--- config.mk ---
export PLATFORM = sky130hd
export DESIGN_NAME = can_txbuf_ctrl
export DESIGN_NICKNAME = d
export VERILOG_FILES = /design/src/rtl/can_txbuf_pkg.sv /design/src/rtl/txbuf_store.sv /design/src/rtl/txbuf_fsm.sv /design/src/rtl/can_txbuf_ctrl.sv
export SDC_FILE = /design/constraint.sdc
export NUM_CORES = 1
export LEC_CHECK = 0
export ABC_AREA = 1
export BUFFER_PORTS_ARGS = -buffer_cell sky130_fd_sc_hd__buf_2
export CORE_AREA = 2 2 87 89
export DETAILED_ROUTE_END_ITERATION = 8
export DIE_AREA = 0 0 89 91
export PLACE_DENSITY_LB_ADDON = 0.12
export SETUP_SLACK_MARGIN = 0.4
export SLEW_MARGIN = 20
export SYNTH_ARGS = -nofsm -noshare
export SYNTH_HDL_FRONTEND = slang
export SYNTH_HIERARCHICAL = 1
export SYNTH_SLANG_ARGS = --single-unit
--- constraint.sdc ---
create_clock -name clk -period 2.1 [get_ports clk]
set_clock_uncertainty 0.2 [all_clocks]
set_input_delay 0.525 -clock clk [delete_from_list [all_inputs] [get_ports clk]]
set_output_delay 0.525 -clock clk [all_outputs]
set_load 0.03 [all_outputs]
--- src/rtl/can_txbuf_pkg.sv ---
package can_txbuf_pkg;

    localparam int BYTE_W    = 8;
    localparam int MSG_BYTES = 10;
    localparam int IDX_W     = 4;

    // Ownership / progress of the single transmit buffer
    typedef enum logic [1:0] {
        TXS_FREE   = 2'd0,  // CPU owns the buffer
        TXS_QUEUED = 2'd1,  // locked, waiting for the frame to start
        TXS_ON_BUS = 2'd2,  // frame in flight
        TXS_CANCEL = 2'd3   // abort asked during flight, waiting for frame end
    } txs_e;

    typedef struct packed {
        logic req;
        logic abort;
        logic started;
        logic sent_ok;
        logic lost;
    } tx_evt_t;

    typedef struct packed {
        txs_e st;
        logic complete;
    } tx_stat_t;

    localparam tx_stat_t TX_STAT_RESET = '{st: TXS_FREE, complete: 1'b1};

    function automatic logic idx_in_range(input logic [IDX_W-1:0] idx, input int n);
        return int'(idx) < n;
    endfunction

    function automatic tx_stat_t tx_next(input tx_stat_t cur, input tx_evt_t ev);
        tx_stat_t nx;
        nx = cur;
        unique case (cur.st)
            TXS_FREE: begin
                if (ev.req) begin
                    nx.st       = TXS_QUEUED;
                    nx.complete = 1'b0;
                end
            end
            TXS_QUEUED: begin
                if (ev.abort)        nx.st = TXS_FREE;
                else if (ev.started) nx.st = TXS_ON_BUS;
            end
            TXS_ON_BUS: begin
                if (ev.sent_ok) begin
                    nx.st       = TXS_FREE;
                    nx.complete = 1'b1;
                end else if (ev.lost) begin
                    nx.st = TXS_QUEUED;
                end else if (ev.abort) begin
                    nx.st = TXS_CANCEL;
                end
            end
            TXS_CANCEL: begin
                if (ev.sent_ok) begin
                    nx.st       = TXS_FREE;
                    nx.complete = 1'b1;
                end else if (ev.lost) begin
                    nx.st = TXS_FREE;
                end
            end
            default: nx = TX_STAT_RESET;
        endcase
        return nx;
    endfunction

    function automatic logic st_released(input txs_e s);
        return s == TXS_FREE;
    endfunction

    function automatic logic st_requesting(input txs_e s);
        return (s == TXS_QUEUED) || (s == TXS_ON_BUS);
    endfunction

endpackage

--- src/rtl/txbuf_store.sv ---
module txbuf_store
    import can_txbuf_pkg::*;
#(
    parameter int BW    = BYTE_W,
    parameter int NB    = MSG_BYTES,
    parameter int IW    = IDX_W
) (
    input  logic             clk,
    input  logic             rst,
    input  logic             wr_ok,
    input  logic [IW-1:0]    wr_idx,
    input  logic [BW-1:0]    wr_data,
    output logic [NB*BW-1:0] contents
);
    for (genvar g = 0; g < NB; g++) begin : g_byte
        logic [BW-1:0] byte_q;
        always_ff @(posedge clk) begin
            if (rst)
                byte_q <= '0;
            else if (wr_ok && (wr_idx == IW'(g)))
                byte_q <= wr_data;
        end
        assign contents[g*BW +: BW] = byte_q;
    end
endmodule

--- src/rtl/txbuf_fsm.sv ---
module txbuf_fsm
    import can_txbuf_pkg::*;
(
    input  logic     clk,
    input  logic     rst,
    input  tx_evt_t  evt,
    output tx_stat_t stat
);
    tx_stat_t stat_q;

    always_ff @(posedge clk) begin
        if (rst) stat_q <= TX_STAT_RESET;
        else     stat_q <= tx_next(stat_q, evt);
    end

    assign stat = stat_q;
endmodule

--- src/rtl/can_txbuf_ctrl.sv ---
module can_txbuf_ctrl
    import can_txbuf_pkg::*;
#(
    parameter int BW = BYTE_W,
    parameter int NB = MSG_BYTES,
    parameter int IW = IDX_W
) (
    input  logic             clk,
    input  logic             rst,
    input  logic             cpu_wr_en,
    input  logic [IW-1:0]    cpu_wr_idx,
    input  logic [BW-1:0]    cpu_wr_data,
    input  logic             cmd_tx_req,
    input  logic             cmd_abort,
    input  logic             tx_frame_start,
    input  logic             tx_done_ok,
    input  logic             tx_lost,
    output logic             tbuf_access,
    output logic             tx_complete,
    output logic             tx_request,
    output logic [NB*BW-1:0] buf_bytes
);
    localparam int BUF_W = NB * BW;

    tx_evt_t  evt;
    tx_stat_t stat;
    txs_e     fsm_state;
    logic     wr_ok;

    assign evt = '{req: cmd_tx_req, abort: cmd_abort, started: tx_frame_start,
                   sent_ok: tx_done_ok, lost: tx_lost};

    txbuf_fsm u_fsm (
        .clk  (clk),
        .rst  (rst),
        .evt  (evt),
        .stat (stat)
    );

    assign fsm_state = stat.st;

    // Writes land only while the CPU owns the buffer and the index exists
    assign wr_ok = cpu_wr_en && st_released(fsm_state) && idx_in_range(cpu_wr_idx, NB);

    txbuf_store #(.BW(BW), .NB(NB), .IW(IW)) u_store (
        .clk      (clk),
        .rst      (rst),
        .wr_ok    (wr_ok),
        .wr_idx   (cpu_wr_idx),
        .wr_data  (cpu_wr_data),
        .contents (buf_bytes)
    );

    assign tbuf_access = st_released(fsm_state);
    assign tx_complete = stat.complete;
    assign tx_request  = st_requesting(fsm_state);

    logic [BUF_W-1:0] unused_w;
    assign unused_w = buf_bytes;
endmodule

# Yosys cells after proc, flatten, opt, wreduce, memory -nomap -nowiden
# Cells that the tools add are included.
# classes
magnitude_cmp,1
eq_ne,17
n_mux,11
reduce_logical,19
# op_table
cell,n
$eq 4x3->1 const B,4
$mux 2,7
$logic_and 1x1->1,12
$eq 4x2->1 const B,2
$eq 4x4->1 const B,2
$pmux 2 s4,1
$ne 3x3->1 const B,2
$eq 2x2->1 const B,2
$eq 4x1->1 const B,1
$logic_not 4->1,1
$lt 4x4->1 const B,1
$ne 4x4->1 const B,1
$reduce_and 4->1,1
$mux 3,1
$reduce_and 3->1,1
$eq 2x1->1 const B,1
$logic_not 2->1,1
$ne 2x1->1 const B,1
$ne 2x2->1 const B,1
$pmux 1 s2,1
$reduce_bool 2->1,1
$reduce_or 2->1,1
$logic_or 1x1->1,1
$mux 1,1
# word_totals
ff_bits,83
input_bits,20
output_inout_bits,83
word_cells,60

# Logic depth before layout (Yosys ltp)
# Gate-level depths: netlist of run 1.
# logic_depth
ltp_word,4
ltp_mapped,10
ltp_nobuf,9

# Hierarchy
# The synthesis of run 1 kept the hierarchy.
# modules_own_cells
module,n_inst,cells_per_inst,area_each_um2,seq_area_each_um2
txbuf_store,1,470,3293.2,1601.5
txbuf_fsm,1,32,212.7,60.1
can_txbuf_ctrl,1,8,38.8,0.0

# Least setup slack after synthesis of run 1
# OpenSTA, ideal clock, no wires.
# synth_timing
path_kind,register to register
startpoint,reg u_fsm.stat_q (netlist bit u_fsm/stat[2])
endpoint,reg u_store.g_byte[8].byte_q[5]
setup_time_ps,113
arrival_time_ps,1735
required_ps,1787
path_slack_ps,52
stages_incl_launch_ff,11
path_buffers,1
synth_period_minus_slack_ps,2048
cell_sequence,dfxtp_1 -> inv_1 -> ha_1 -> nand2_1 -> nor2_1 -> nand3_2 -> nor2_4 -> buf_4 -> nand2_1 -> nand2_1 -> nor2_1
# synth_between
elab_chain_cells,4
# synth_rtl
element,line_no,rtl
"start, declared",txbuf_fsm.sv:9,tx_stat_t stat_q;
"start signal, assigned",txbuf_fsm.sv:13,"else stat_q <= tx_next(stat_q, evt);"
$logic_not 2->1,n/a,
via tbuf_access,can_txbuf_ctrl.sv:18,"output logic tbuf_access,"
$logic_and 1x1->1 (2 in series),can_txbuf_ctrl.sv:43,"assign wr_ok = cpu_wr_en && st_released(fsm_state) && idx_in_range(cpu_wr_idx, NB);"
via wr_ok,can_txbuf_ctrl.sv:28,logic wr_ok;
$logic_and 1x1->1,txbuf_store.sv:20,else if (wr_ok && (wr_idx == IW'(g)))
"end signal, assigned",txbuf_store.sv:21,byte_q <= wr_data;
"end, declared",txbuf_store.sv:16,logic [BW-1:0] byte_q;
# The timed path passes the listed nets, and every way through them passes these cells.
# A chain may end at the register's enable or synchronous reset.

# Worst setup path in the final report of run 1
# layout_timing
startpoint,reg u_fsm.stat_q (netlist bit u_fsm/stat[2])
endpoint,out tx_request
# layout_between
elab_chain_cells,2
elab_cells_between_ends,3
classes_between,2 x eq/ne; 1 x reduce/logical
# layout_rtl
element,line_no,rtl
$eq 2x1->1 or $eq 2x2->1 (tied branches),can_txbuf_pkg.sv:76,return (s == TXS_QUEUED) || (s == TXS_ON_BUS);
$logic_or 1x1->1 *,can_txbuf_pkg.sv:76,
"end, declared",can_txbuf_ctrl.sv:20,"output logic tx_request,"
# Mark *: on every way between the ends. The rest lies on a longest branch, timed or not.

==> metrics, run 1 <==
Setup TNS Final 0 ns; post-placement cell area 4151 um2; largest net degree at the start of global routing 81; vias in the first global route 3108; max frequency 543.5 MHz; max_slew headroom 67.18%; cts bufs inserted 9; grt ovf 0; Routed WL per cell 12.58 um; CP Data Arrival Time 1.11 ns; Crit Path Class reg2out; post-synthesis sequential area ratio 46.88%; unrepaired setup endpoints after global routing true; most common cell after layout, fill and taps aside nor2_1; # DRC 0; port bufs 102; Synth cell types 21; share of layout cells above drive strength 1 31.50%; Final Cell Area 4776 um2; CTS Root Cell clkbuf_8; Setup crit start kind flop; CP peak stage delay 0.36 ns; Main synth FF type dfxtp_1; Final WS setup 0.2602 ns; Worst-Margin Slew 0.4918 ns; Layout area overhead 34.73%; yosys warns 6; Syn Std Cell Area 3545 um2; worst path required time 1.37 ns; worst skew pair latency 0.35 ns; slowest cell on the critical path dfxtp_4; final setup fails 0; Via-to-Cell Ratio 4.714; cts hold-fix bufs 0; GRT Util Overall 23.15%; final hold violations 0; vias 3460; commonest non-fill, non-tap cells in the layout nor2_1 (163), nand2_1 (135), buf_2 (100); hpwl dp 5940 um; max-cap violation count 0; Yosys reg bits 83; Tcrit/Tclk final 87.61%; global-route wire length before repair 14500 um; post-route minimum period 1.840 ns; Inst Count DP 698; WL final 9233 um; Final nets 651; Post-Syn Area per Cell 6.950 um2; CP Max Fanout 2; LEAKAGE 0.002393 uW; Core ar. 7137 um2; async set-reset flop share out of synthesis 0%; CTS tree yes; GPL Wtd Cong 0.7982; Max Root-Sink Buffers 2; dpl ws 0.07952 ns; antenna-violating nets left 0; Setup crit end kind output port; FP Rows 31; Worst-path clk slew 0.09 ns; syn_nets 531; PD cells 703.7 nW/um2; EDFF count, synth 0; Worst VDD drop 0.0004842 V; Die X 89 um; Final Max Slew Viols 0; top cell family by delay on the critical path flip-flops; WHS 0.2275 ns; critical path, cell by cell inv_2 -> ha_4 -> buf_6; outcome complete, no violations; Antenna diodes 0; H-tree depth 3; die height 91 um; initial antenna violation count 0; die area 8099 um2; Starting Density 49.67%; Clock Sinks 83; non-filler cells in the finished layout 734; sum of buffers and inverters on the critical path 2; num ports 103; Cells after Synth 510; DRT iter0 DRCs 139; Initial DRT Pass Iterations 4; Hold WC Path Type in2reg
Yosys cell counts (2+ instances only):
cell type	instances	area, um2
clkbuf_1	6	22.52
nand3_2	4	40.04
dfxtp_1	83	1662
nor2_4	10	112.6
buf_1	2	7.510
inv_1	33	123.9
o21ai_1	2	10.01
nand2_2	2	12.51
nor2_2	2	12.51
nand4_1	17	106.4
nand2_1	154	578.1
inv_2	5	18.77
nor2_1	170	638.1
nand3_4	3	52.55
buf_6	8	90.09
buf_2	2	10.01
nand3_1	3	15.01
where the power goes:
group	switching (uW)	internal [uW]
Sequential	19.0	1610
Clock	570	581
Combinational	368	213
Total	956	2400
per-layer routing:
layer  track usage (%)  part of all wire, %
met3             5.545                  7.5
met5                 0                    0
met2             39.18                   49
met1             28.12                   42
met4             8.458                  1.3
logic make-up after synthesis:
kind of cell,share of synthesized area [%]
buffers and inverters,8.013
AND/OR/NAND/NOR,44.23
AO/OA/AOI/OAI,0.5295
adder cells (fa/ha/maj),0.3529
flip-flops,46.88
worst register-to-register path: cells and delay by family, from the launching register on:
family                     cells  cell delay [ns]
adders and majority gates      1             0.15
buffers and inverters          3             0.37
DFF                            1             0.35
and+or+nand+nor                7             0.65
per-stage QoR:
step | utilization (%) | total power, uW
3_3_place_gp | 58.17 | 2135
6_report | 66.92 | 3361
4_1_cts | 65.69 | 3366
2_1_floorplan | - | 2022
5_1_grt | 66.92 | 3496
3_5_place_dp | 58.17 | 2145
sequential cells by signal, summed over array words and instances, names as in the netlist:
name / cells
u_fsm/stat: 3
u_store/g_byte.byte_q: 80
final timing paths:
check        cells past startpoint                         from                           to  slack, ns
max                              3                u_fsm/stat[2]                   tx_request       0.26
max reg2reg                     11                u_fsm/stat[2]  u_store/g_byte[7].byte_q[3]       0.27
min                              3                          rst                u_fsm/stat[0]       0.23
min reg2reg                      2  u_store/g_byte[1].byte_q[2]  u_store/g_byte[1].byte_q[2]       0.26
cell type report:
cell class | count | area (um2)
timing repair buffer | 126 | 902.1
sequential | 83 | 1667
clock inverter | 4 | 50.05
fill | 681 | 2361
multi-input combinational | 371 | 1742
tap | 99 | 123.9
inverter | 39 | 146.4
clock buffer | 12 | 145.1
repair_timing:
action	in CTS	in global routing
setup endpoints to repair	82	82
gates resized for setup	27	11
buffers inserted	13	2
cloned	4	1
pin swaps	30	21
Note: power is estimated with default switching activity, not from simulation.
==> inputs of run 2 (changes only) <==
- CORE_AREA: 2 2 87 89 -> 2 2 112 114
- DIE_AREA: 0 0 89 91 -> 0 0 114 116
==> metrics, run 2 (synthesized netlist as in run 1, its figures left out) <==
outcome complete, no violations; unrepaired setup endpoints after global routing true; Tcrit/Tclk final 88.92%; Worst-path clk slew 0.06 ns; Clock Sinks 83; share of layout cells above drive strength 1 37.44%; die height 116 um; hpwl dp 6774 um; global-route wire length before repair 15810 um; Worst-Margin Slew 0.5517 ns; worst path required time 1.37 ns; Worst Setup SP u_fsm/stat[2]; max_slew headroom 63.18%; Final WS setup 0.2326 ns; vias in the first global route 3189; hold wc startpoint rst; max-cap violation count 0; Starting Density 29.76%; H-tree depth 3; Largest register FFs 80; Die X 114 um; CTS Root Cell clkbuf_16; Setup crit end kind output port; CTS tree yes; Reg with most FFs u_store/g_byte.byte_q; port bufs 102; Final Max Slew Viols 0; DRT iter0 DRCs 178; num ports 103; final hold violations 0; worst skew pair latency 0.33 ns; Setup TNS Final 0 ns; initial antenna violation count 0; Via-to-Cell Ratio 4.314; most common cell after layout, fill and taps aside nor2_1; CP Max Fanout 2; cts hold-fix bufs 0; vias 3434; CP Data Arrival Time 1.14 ns; RR Startpoint u_fsm/stat[2]; GPL Wtd Cong 0.7094; max frequency 535.5 MHz; Core ar. 11910 um2; Max Root-Sink Buffers 2; Layout area overhead 44.02%; R2R Setup Slk 0.27 ns; Routed WL per cell 13.08 um; Setup crit start kind flop; post-route minimum period 1.867 ns; dpl ws 0.05067 ns; Initial DRT Pass Iterations 4; PD cells 745.7 nW/um2; LEAKAGE 0.002506 uW; antenna-violating nets left 0; grt ovf 0; cts bufs inserted 9; Worst VDD drop 0.0003690 V; die area 13220 um2; WL final 10410 um; Antenna diodes 0; Crit Path Class reg2out; GRT Util Overall 15.94%; # DRC 0; final setup fails 0; Hold WC Path Type in2reg; FP Rows 40; largest net degree at the start of global routing 81; Final nets 665; commonest non-fill, non-tap cells in the layout nor2_1 (151), nand2_1 (118), buf_2 (100)
## run 2: cell count changes in the layout (fill, tap and decap cells not counted), moves of 3 or more
cell and change:
nand2_2 +20, nor2_1 -12, nand2_1 -17, buf_12 -4
clkbuf_16 +8, buf_6 +17, nand2_4 -3, clkbuf_8 -6
nor2_2 +10
## run 2: layer usage
metal  vias to the layer above  track usage [%]  routed length, um
met5                         -                0                  0
met1                      1506            20.31               4832
met4                         0            8.211                256
met2                        93            25.28               4706
li1                       1815                -                  -
met3                        20            3.713                617
## run 2: path summary, 6_finish.rpt
path,end,cells after the start
worst max-delay path,tbuf_access,4
worst max register to register,u_store/g_byte[1].byte_q[7],12
worst min-delay path,u_fsm/stat[0],3
worst min register to register,u_store/g_byte[5].byte_q[3],2
## run 2: what timing repair did
| action | CTS | global route |
|---|---|---|
| pin swaps | 40 | 27 |
| resized for setup | 69 | 21 |
| gates cloned | 3 | 0 |
| endpoints found under the setup margin | 82 | 82 |
| buffers inserted | 23 | 4 |
## run 2: power by group
part | switching [uW] | internal [uW] | total [uW]
sequential | 21.2 | 1610 | 1630
combinational | 387 | 250 | 637
clock | 605 | 930 | 1540
## run 2: final cells by class
type,instances,area [um2]
fill,1250,6807
multi-input combinational,371,1824
sequential,83,1667
timing repair buffer,140,991.0
clock buffer,15,287.8
tap,147,183.9
inverter,39,146.4
clock inverter,1,5.005
## run 2: through the flow
stage	power (uW)	hold slack [ns]	instances	cell area (um2)	utilization, %
after global placement	2140	0.2595	750	4229	35.50
after detailed placement	2145	0.2645	750	4229	35.50
final	3807	0.2539	796	5105	42.86
after global routing	3988	0.2523	796	5105	42.86
after CTS	3830	0.2413	792	5005	42.02
after floorplan	2022	0.3304	510	3588	-
## run 2: critical path: stages, from the launching register on
cell     delay [ns]
dfxtp_4        0.36
inv_2          0.04
ha_4           0.15
buf_4          0.13
buf_6          0.13
